File: src/rtl/adc_sp_pkg.sv
package adc_sp_pkg;

   typedef enum logic {
      CLK_MASTER = 1'b0,
      CLK_SLAVE  = 1'b1
   } clk_src_e;

   typedef struct packed {
      clk_src_e src;
      logic     inv_clk;
      logic     inv_sync;
      logic     rd_during;
      logic     twos;
   } port_mode_t;

endpackage

File: src/rtl/adc_sp_sync.sv
module adc_sp_sync #(
   parameter int   STAGES  = 2,
   parameter logic RST_VAL = 1'b0
) (
   input  logic clk,
   input  logic rst_n,
   input  logic d_i,
   output logic q_o
);

   logic [STAGES-1:0] pipe_q;

   genvar g;
   generate
      for (g = 0; g < STAGES; g++) begin : g_stage
         if (g == 0) begin : g_first
            always_ff @(posedge clk or negedge rst_n) begin
               if (!rst_n) pipe_q[g] <= RST_VAL;
               else        pipe_q[g] <= d_i;
            end
         end else begin : g_next
            always_ff @(posedge clk or negedge rst_n) begin
               if (!rst_n) pipe_q[g] <= RST_VAL;
               else        pipe_q[g] <= pipe_q[g-1];
            end
         end
      end
   endgenerate

   assign q_o = pipe_q[STAGES-1];

endmodule

File: src/rtl/adc_sp_master_clk.sv
module adc_sp_master_clk #(
   parameter int WIDTH = 16,
   parameter int DIV_W = 2
) (
   input  logic             clk,
   input  logic             rst_n,
   input  logic             go_i,
   input  logic [DIV_W-1:0] div_i,
   output logic             active_o,
   output logic             phase_o,
   output logic             shift_o
);

   localparam int CNT_W = (1 << DIV_W) - 1;
   localparam int BIT_W = $clog2(WIDTH);
   localparam logic [BIT_W-1:0] LAST_BIT = BIT_W'(WIDTH - 1);

   logic             active_q;
   logic             phase_q;
   logic [CNT_W-1:0] cnt_q;
   logic [BIT_W-1:0] bit_q;
   logic [CNT_W-1:0] half_last;
   logic             half_done;

   assign half_last = CNT_W'((32'd1 << div_i) - 32'd1);
   assign half_done = (cnt_q == half_last);

   always_ff @(posedge clk or negedge rst_n) begin
      if (!rst_n) begin
         active_q <= 1'b0;
         phase_q  <= 1'b0;
         cnt_q    <= '0;
         bit_q    <= '0;
      end else if (!active_q) begin
         if (go_i) begin
            active_q <= 1'b1;
            phase_q  <= 1'b0;
            cnt_q    <= '0;
            bit_q    <= '0;
         end
      end else if (half_done) begin
         cnt_q <= '0;
         if (!phase_q) begin
            phase_q <= 1'b1;
         end else begin
            phase_q <= 1'b0;
            if (bit_q == LAST_BIT) active_q <= 1'b0;
            else                   bit_q    <= bit_q + 1'b1;
         end
      end else begin
         cnt_q <= cnt_q + 1'b1;
      end
   end

   assign active_o = active_q;
   assign phase_o  = phase_q;
   assign shift_o  = active_q & phase_q & half_done & (bit_q != LAST_BIT);

   AST_FRAME_LEN: assert property (@(posedge clk) disable iff (!rst_n)
      $fell(active_q) |-> ($past(bit_q) == LAST_BIT));

   AST_PHASE_IDLE: assert property (@(posedge clk) disable iff (!rst_n)
      !active_q |-> !phase_q);

   AST_SHIFT_SPACED: assert property (@(posedge clk) disable iff (!rst_n)
      shift_o |=> !shift_o);

endmodule

File: src/rtl/adc_sp_shreg.sv
module adc_sp_shreg #(
   parameter int WIDTH = 16
) (
   input  logic             clk,
   input  logic             rst_n,
   input  logic             load_i,
   input  logic [WIDTH-1:0] word_i,
   input  logic             shift_i,
   input  logic             ser_i,
   output logic             msb_o
);

   logic [WIDTH-1:0] sreg_q;

   always_ff @(posedge clk or negedge rst_n) begin
      if (!rst_n)       sreg_q <= '0;
      else if (load_i)  sreg_q <= word_i;
      else if (shift_i) sreg_q <= {sreg_q[WIDTH-2:0], ser_i};
   end

   assign msb_o = sreg_q[WIDTH-1];

   AST_LOAD_MSB: assert property (@(posedge clk) disable iff (!rst_n)
      load_i |=> (msb_o == $past(word_i[WIDTH-1])));

endmodule

File: src/rtl/adc_serial_port.sv
module adc_serial_port
   import adc_sp_pkg::*;
#(
   parameter int WIDTH       = 16,
   parameter int DIV_W       = 2,
   parameter int SYNC_STAGES = 2
) (
   input  logic             clk,
   input  logic             rst_n,
   input  logic [WIDTH-1:0] result_i,
   input  logic             done_i,
   input  logic             start_i,
   input  logic             ext_clk_sel_i,
   input  logic             clk_inv_i,
   input  logic             sync_inv_i,
   input  logic             rd_during_i,
   input  logic             twos_i,
   input  logic [DIV_W-1:0] div_sel_i,
   input  logic             sclk_i,
   input  logic             cs_n_i,
   input  logic             sdin_i,
   output logic             sclk_o,
   output logic             sync_o,
   output logic             sdout_o
);

   generate
      if (WIDTH < 2) begin : g_bad_width
         $error("adc_serial_port: WIDTH must be at least 2");
      end
      if (DIV_W < 1 || DIV_W > 3) begin : g_bad_div
         $error("adc_serial_port: DIV_W must be 1 to 3");
      end
      if (SYNC_STAGES < 2) begin : g_bad_sync
         $error("adc_serial_port: SYNC_STAGES must be at least 2");
      end
   endgenerate

   port_mode_t mode;
   logic       is_slave;

   assign mode = '{src:       clk_src_e'(ext_clk_sel_i),
                   inv_clk:   clk_inv_i,
                   inv_sync:  sync_inv_i,
                   rd_during: rd_during_i,
                   twos:      twos_i};
   assign is_slave = (mode.src == CLK_SLAVE);

   // stored result and output format
   logic [WIDTH-1:0] held_q;
   logic [WIDTH-1:0] src_word;
   logic [WIDTH-1:0] fmt_word;

   always_ff @(posedge clk or negedge rst_n) begin
      if (!rst_n)      held_q <= '0;
      else if (done_i) held_q <= result_i;
   end

   assign src_word = (!is_slave && !mode.rd_during) ? result_i : held_q;
   assign fmt_word = {src_word[WIDTH-1] ^ mode.twos, src_word[WIDTH-2:0]};

   // master clock engine
   logic             m_go;
   logic [DIV_W-1:0] m_div;
   logic             m_active;
   logic             m_phase;
   logic             m_shift;

   assign m_go  = !is_slave & (mode.rd_during ? start_i : done_i);
   assign m_div = mode.rd_during ? '0 : div_sel_i;

   adc_sp_master_clk #(
      .WIDTH (WIDTH),
      .DIV_W (DIV_W)
   ) i_master_clk (
      .clk      (clk),
      .rst_n    (rst_n),
      .go_i     (m_go),
      .div_i    (m_div),
      .active_o (m_active),
      .phase_o  (m_phase),
      .shift_o  (m_shift)
   );

   // slave input synchronizers
   logic sclk_s, cs_n_s, sdin_s;
   logic sclk_d, cs_n_d;

   adc_sp_sync #(.STAGES(SYNC_STAGES), .RST_VAL(1'b0)) i_sync_sclk (
      .clk (clk), .rst_n (rst_n), .d_i (sclk_i), .q_o (sclk_s));
   adc_sp_sync #(.STAGES(SYNC_STAGES), .RST_VAL(1'b1)) i_sync_cs (
      .clk (clk), .rst_n (rst_n), .d_i (cs_n_i), .q_o (cs_n_s));
   adc_sp_sync #(.STAGES(SYNC_STAGES), .RST_VAL(1'b0)) i_sync_sdin (
      .clk (clk), .rst_n (rst_n), .d_i (sdin_i), .q_o (sdin_s));

   always_ff @(posedge clk or negedge rst_n) begin
      if (!rst_n) begin
         sclk_d <= 1'b0;
         cs_n_d <= 1'b1;
      end else begin
         sclk_d <= sclk_s;
         cs_n_d <= cs_n_s;
      end
   end

   logic cs_fall, act_edge, s_load, s_shift;

   assign cs_fall  = !cs_n_s & cs_n_d;
   assign act_edge = mode.inv_clk ? (!sclk_s & sclk_d) : (sclk_s & !sclk_d);
   assign s_load   = is_slave & cs_fall;
   assign s_shift  = is_slave & !cs_n_s & act_edge & !cs_fall;

   // shared shift register
   logic sr_load, sr_shift, sr_ser, sr_msb;

   assign sr_load  = is_slave ? s_load  : (m_go & !m_active);
   assign sr_shift = is_slave ? s_shift : m_shift;
   assign sr_ser   = is_slave & sdin_s;

   adc_sp_shreg #(.WIDTH(WIDTH)) i_shreg (
      .clk     (clk),
      .rst_n   (rst_n),
      .load_i  (sr_load),
      .word_i  (fmt_word),
      .shift_i (sr_shift),
      .ser_i   (sr_ser),
      .msb_o   (sr_msb)
   );

   assign sdout_o = is_slave ? (!cs_n_s & sr_msb) : (m_active & sr_msb);
   assign sclk_o  = m_phase ^ mode.inv_clk;
   assign sync_o  = m_active ^ mode.inv_sync;

   AST_SLAVE_NO_FRAME: assert property (@(posedge clk) disable iff (!rst_n)
      (is_slave && $past(is_slave) && !$past(m_active)) |-> !m_active);

endmodule

File: config.mk
export PLATFORM = sky130hd
export DESIGN_NAME = adc_serial_port
export DESIGN_NICKNAME = d
export VERILOG_FILES = /design/src/rtl/adc_sp_pkg.sv /design/src/rtl/adc_sp_sync.sv /design/src/rtl/adc_sp_master_clk.sv /design/src/rtl/adc_sp_shreg.sv /design/src/rtl/adc_serial_port.sv
export SDC_FILE = /design/constraint.sdc
export NUM_CORES = 1
export LEC_CHECK = 0
export ABC_AREA = 1
export BUFFER_PORTS_ARGS = -buffer_cell sky130_fd_sc_hd__buf_4
export CORE_ASPECT_RATIO = 1.2
export CORE_UTILIZATION = 57
export DETAILED_ROUTE_END_ITERATION = 6
export PLACE_DENSITY = 0.77
export RECOVER_POWER = 50
export SLEW_MARGIN = 20
export SYNTH_ARGS = -nofsm -noshare
export SYNTH_HDL_FRONTEND = slang
export SYNTH_SLANG_ARGS = --single-unit
File: constraint.sdc
create_clock -name clk -period 2.1 [get_ports clk]
set_clock_uncertainty 0.05 [all_clocks]
set_input_delay 0.42 -clock clk [delete_from_list [all_inputs] [get_ports clk]]
set_output_delay 0.42 -clock clk [all_outputs]
set_load 0.03 [all_outputs]
# ---- Yosys cells after proc, flatten, opt, wreduce, memory -nomap -nowiden
# Index checks and enable logic that the tools add are counted.
dict set report classes {
  n_eq_ne 6
  mux 26
  reduce_logical 12
  add_sub_neg 3
  n_shift 1
  bitwise 18
}
# operator n
set op_table {}
lappend op_table {{$mux W16} 3}
lappend op_table {{$mux W4} 5}
lappend op_table {{$and A1 B1 Y1} 15}
lappend op_table {{$mux W1} 14}
lappend op_table {{$mux W3} 3}
lappend op_table {{$logic_not A1 Y1} 7}
lappend op_table {{$ne A2 B2 Y1 const B} 3}
lappend op_table {{$add A4 B1 Y4 const B} 1}
lappend op_table {{$eq A4 B4 Y1 const B} 1}
lappend op_table {{$ne A4 B4 Y1 const B} 1}
lappend op_table {{$reduce_and A4 Y1} 1}
lappend op_table {{$reduce_bool A2 Y1} 2}
lappend op_table {{$add A3 B1 Y3 const B} 1}
lappend op_table {{$eq A3 B3 Y1} 1}
lappend op_table {{$shl A1 B2 Y3 const A} 1}
lappend op_table {{$sub A3 B1 Y3 const B} 1}
lappend op_table {{$xor A1 B1 Y1} 3}
lappend op_table {{$mux W2} 1}
lappend op_table {{$reduce_and A2 Y1} 1}
lappend op_table {{$logic_and A1 B1 Y1} 1}
dict set report word_totals {
  elab_cells 80
  output_inout_bits 3
  regBits 49
}

# ---- Longest topological paths before layout
dict set report logic_depth {
  ltp_word 9
  depth_mapped 10
  depth_no_buf 10
}

# ---- Hierarchy
# From an unflattened synthesis, not the netlist that was laid out.
dict set report hier_totals {
  hier_cells 309
  hier_area_um2 2523.7
}
# module seq_area_each_um2 cells_each area_per_inst_um2 instances
set by_module_without_submodules {}
lappend by_module_without_submodules {adc_serial_port 451.7 144 1072.3 1}
lappend by_module_without_submodules {adc_sp_shreg 400.4 88 762.0 1}
lappend by_module_without_submodules {adc_sp_master_clk 225.2 71 536.8 1}
lappend by_module_without_submodules {{adc_sp_sync at i_sync_sclk ...} 50.0 2 50.0 2}
lappend by_module_without_submodules {{adc_sp_sync at i_sync_cs} 52.6 2 52.6 1}

# ---- Worst setup path after synthesis
# OpenSTA, ideal clock, no wires.
dict set report synth_path {
  path_type {input to output}
  from {input port ext_clk_sel_i}
  to {output port sdout_o}
  path_stages 3
  n_path_buf 0
  arrival_time_ps 1288
  path_slack_ps 342
  cell_sequence {inv_2 nand2_1 a21boi_0}
}
dict set report synth_between {
  elab_chain_cells 1
}
# item line
set synth_lines {}
lappend synth_lines {{start: declaration} adc_serial_port.sv:13} ;# input logic ext_clk_sel_i,
lappend synth_lines {{$mux W1} adc_serial_port.sv:130} ;# assign sdout_o = is_slave ? (!cs_n_s & sr_msb) : (m_active & sr_msb);
lappend synth_lines {{end: declaration} adc_serial_port.sv:24} ;# output logic sdout_o
# No other way between the ends.

# ---- Worst setup path in the final report
dict set report layout_path {
  from {register i_sync_cs.pipe_q[1], in the netlist i_sync_cs.q_o}
  to {output port sdout_o}
}
dict set report layout_between {
  elab_chain_cells 3
}
# item line
set layout_lines {}
lappend layout_lines {{start: declaration} adc_sp_sync.sv:11} ;# logic [STAGES-1:0] pipe_q;
lappend layout_lines {{start signal: indexed assignment} adc_sp_sync.sv:24} ;# else pipe_q[g] <= pipe_q[g-1];
lappend layout_lines {{$logic_not A1 Y1} adc_serial_port.sv:130}
lappend layout_lines {{$and A1 B1 Y1} adc_serial_port.sv:130}
lappend layout_lines {{$mux W1} adc_serial_port.sv:130}
# No other way between the ends.

==> out/results.md <==
| Parameter | Value | Unit |
| --- | --- | --- |
| Number of nets at the end of the flow | 390 | - |
| Count of cells resized by post-cts repair | 0 | - |
| Number of violations of the max-capacitance limit | 0 | - |
| Leading cell types by count after synthesis | 128 x nand2_1, 46 x dfrtp_1, 42 x nand3_1, 37 x o21ai_0, 29 x inv_1 | - |
| Most frequently used cell type in the post-synthesis netlist | nand2_1 | - |
| Unique cell type count in the Yosys netlist | 26 | - |
| Ranking of synthesized cells by area | dfrtp_1 45%, nand2_1 19%, nand3_1 8.3% | - |
| Worst IR Drop VDD | 628 | µV |
| Worst Max-Slew Pin Slew | 1.21 | ns |
| GP Congestion | 0.831 | - |
| Timing endpoint of the critical path | sdout_o | - |
| Dominant cell type by area after synthesis | dfrtp_1 | - |
| Clock transition at the registers of the reported paths | 0.08 | ns |
| CTS Root Cell | clkbuf_8 | - |
| Cts hold-fix bufs | 0 | - |
| Port buffer count | 32 | - |
| Clock tree from TritonCTS | built | - |
| GRT Util Overall | 0.235 | - |
| Syn-to-layout area delta | 13.5 | % |
| Nature of the critical path endpoint | output port | - |
| Run status | finished, final reports clean | - |
| Std-Cell Core Area | 4260 | µm² |
| Worst-Skew Late Latency | 0.30 | ns |
| Cell area after synthesis | 2530 | µm² |
| Worst R2R Setup Slack | 0.38 | ns |
| Highest cell delay on the worst timing path | 0.53 | ns |
| Synthesis Warnings | 0 | - |
| Remaining antenna violation count after routing | 0 | - |
| Buf/Inv on CP | 2 | - |
| Fin. Hold Viols | 0 | - |
| Static leakage power | 1.53 | nW |
| Largest net degree at the start of global routing | 50 | - |
| Share of Yosys cell area claimed by the top area cell type | 0.455 | - |
| # clock sinks | 49 | - |
| Maximum level of the CTS H-tree | 2 | - |
| Maximum clock insertion buffer count | 2 | - |
| Final setup violating endpoints | 0 | - |
| Fraction of layout cells with a size suffix above 1 | 0.156 | - |
| Number of standard-cell rows in the floorplan | 26 | - |
| Synthesis-stage register bit count | 49 | - |
| Global-route wire length before repair | 8.63 | mm |
| Worst R2R Path Depth | 8 | - |
| DRC violation count after routing | 0 | - |
| Share of synthesized registers carrying an async set or reset | 1.00 | - |
| Count of routing violations after the opening detailed-route iteration | 83 | - |
| Cell count after synthesis | 329 | - |
| F_max | 0.582 | GHz |
| Total clock buffers created by CTS | 5 | - |
| Vias in the first global route | 1952 | - |
| Die Footprint | 4710 | µm² |
| Number of cells on the critical path | 4 | - |
| Worst setup path category | reg2out | - |
| Routed vias/inst | 5.18 | - |
| Power density relative to cell area | 967 | nW/µm² |
| Count of pins on the block boundary | 33 | - |
| Height of the chip | 75.0 | µm |
| Master of the slowest instance on the critical path | dfstp_2 | - |
| EDFF count, synth | 0 | - |
| FF+latch area | 1230 | µm² |
| Ordered cell list for the critical path | inv_1, nand2_1, a21boi_0, buf_4 | - |
| Seq/Total Area, Yosys | 0.486 | - |
| Power after layout | 0.00278 | W |
| Post-synthesis net count | 361 | - |
| Mean area per synthesized cell | 7.70 | µm² |
| Number of setup buffers added after CTS | 0 | - |
| Terminus of the critical flop-to-flop path | i_shreg.sreg_q[4] | - |
| Hpwl dp | 3.56 | mm |
| Average wire per cell in the routed design | 12.0 | µm |
| Initial antenna violation count | 0 | - |
| Delay-heaviest family, CP | flip-flops | - |
| Fillcell total | 397 | - |
| Launching element of the worst setup path | i_sync_cs.q_o | - |
| Initial cell density of the core | 0.594 | - |
| Predominant post-synthesis flop cell | dfrtp_1 | - |
| Reg-to-Reg Start | i_master_clk.bit_q[0] | - |
| Overflow after GRT | 0 | - |
| Area occupied by multi-input gates | 1110 | µm² |
| Arrival time at the worst endpoint | 1.25 | ns |
| Count of vias placed by the detailed router | 2148 | - |
| Hold Path Class | in2reg | - |
| Setup TNS | 0 | ns |
| Ant diodes | 0 | - |
| First-pass DRT Iterations | 4 | - |
| Rel. slew slack | 0.191 | - |
| Startpoint Class | flop | - |
| Endpoint required time on the critical path | 1.63 | ns |
| Die extent in x | 62.8 | µm |
| Period utilization | 0.818 | - |
| Shortest clock period the worst path allows after layout | 1.72 | ns |
| Final-report max-slew violation count | 0 | - |
| Wirelength, routed | 4.99 | mm |
| Worst Path Max Fanout | 2 | - |
| RSZ-0062 raised after global routing | no | - |
[metrics by stage]
stage          worst slack [ns]  area [µm²]  hold WS, ns   util  std cells
2_1_floorplan             0.342        2530       0.0744      -        329
3_3_place_gp              0.340        2800        0.286  0.656        407
3_5_place_dp              0.279        2800        0.293  0.656        407
4_1_cts                   0.364        2880       0.0986  0.675        415
5_1_grt                   0.243        2880        0.160  0.675        415
6_report                  0.382        2880        0.174  0.675        415
[power by group]
| group | leakage (nW) | internal [W] | switching (W) |
|---|---|---|---|
| clock | 0.0395 | 0.000237 | 0.000296 |
| combinational | 0.890 | 0.000371 | 0.000527 |
| sequential | 0.603 | 0.00119 | 0.000158 |
[cell families (layout without fill, tap and decap cells)]
kind of cell               count (synthesis)  in the layout  synth area share
muxes                                      1              1           0.00395
AOI/OAI and AO/OA                         41             41            0.0825
DFF                                       49             49             0.486
and+or+nand+nor                          185            185             0.325
xor gates and xnor gates                   5              5            0.0173
adders and majority gates                  2              2           0.00988
buffers and inverters                     46             76            0.0756
[metal layers]
layer  global-route usage  share of wire
met1                0.305           0.46
met2                0.406           0.48
met3               0.0470          0.047
met4               0.0620          0.011
met5                    0              0
[area by class of cell]
class	instances	share of cell area
Timing Repair Buffer	35	0.0905
Inverter	33	0.0431
Multi-Input combinational cell	234	0.386
Clock buffer	8	0.0279
Tap cell	56	0.0244
Sequential cell	49	0.428
[registers in the layout, indices dropped and copies added, names as in the netlist, 3 cells and up]
| signal | flops |
|---|---|
| held_q | 16 |
| i_master_clk.bit_q | 4 |
| i_master_clk.cnt_q | 3 |
| i_shreg.sreg_q | 16 |
[layout by cell type, fill, tap and decap left out, drive strengths merged, types with 3 or more instances in the layout]
cell and count:
o21ai 37, clkbuf 12, xor2 3, dfstp 3
buf 31, dfrtp 46, inv 33, nor2 9
nand3 44, nand2 131
[how the worst min path moves through the flow]
stage / startpoint / to / slack, ns / depth (start not counted)
6_report: cs_n_i / i_sync_cs.pipe_q[0] / 0.17 / 1
5_1_grt: cs_n_i / i_sync_cs.pipe_q[0] / 0.16 / 1
4_1_cts: rst_n / i_master_clk.cnt_q[1] / 0.1 / 1
3_5_place_dp: i_sync_sdin.pipe_q[0] / i_sync_sdin.q_o / 0.29 / 0
3_3_place_gp: i_sync_sclk.pipe_q[0] / i_sync_sclk.q_o / 0.29 / 0
2_1_floorplan: rst_n / held_q[0] / 0.07 / 0
(Power assumes the default switching activity.)
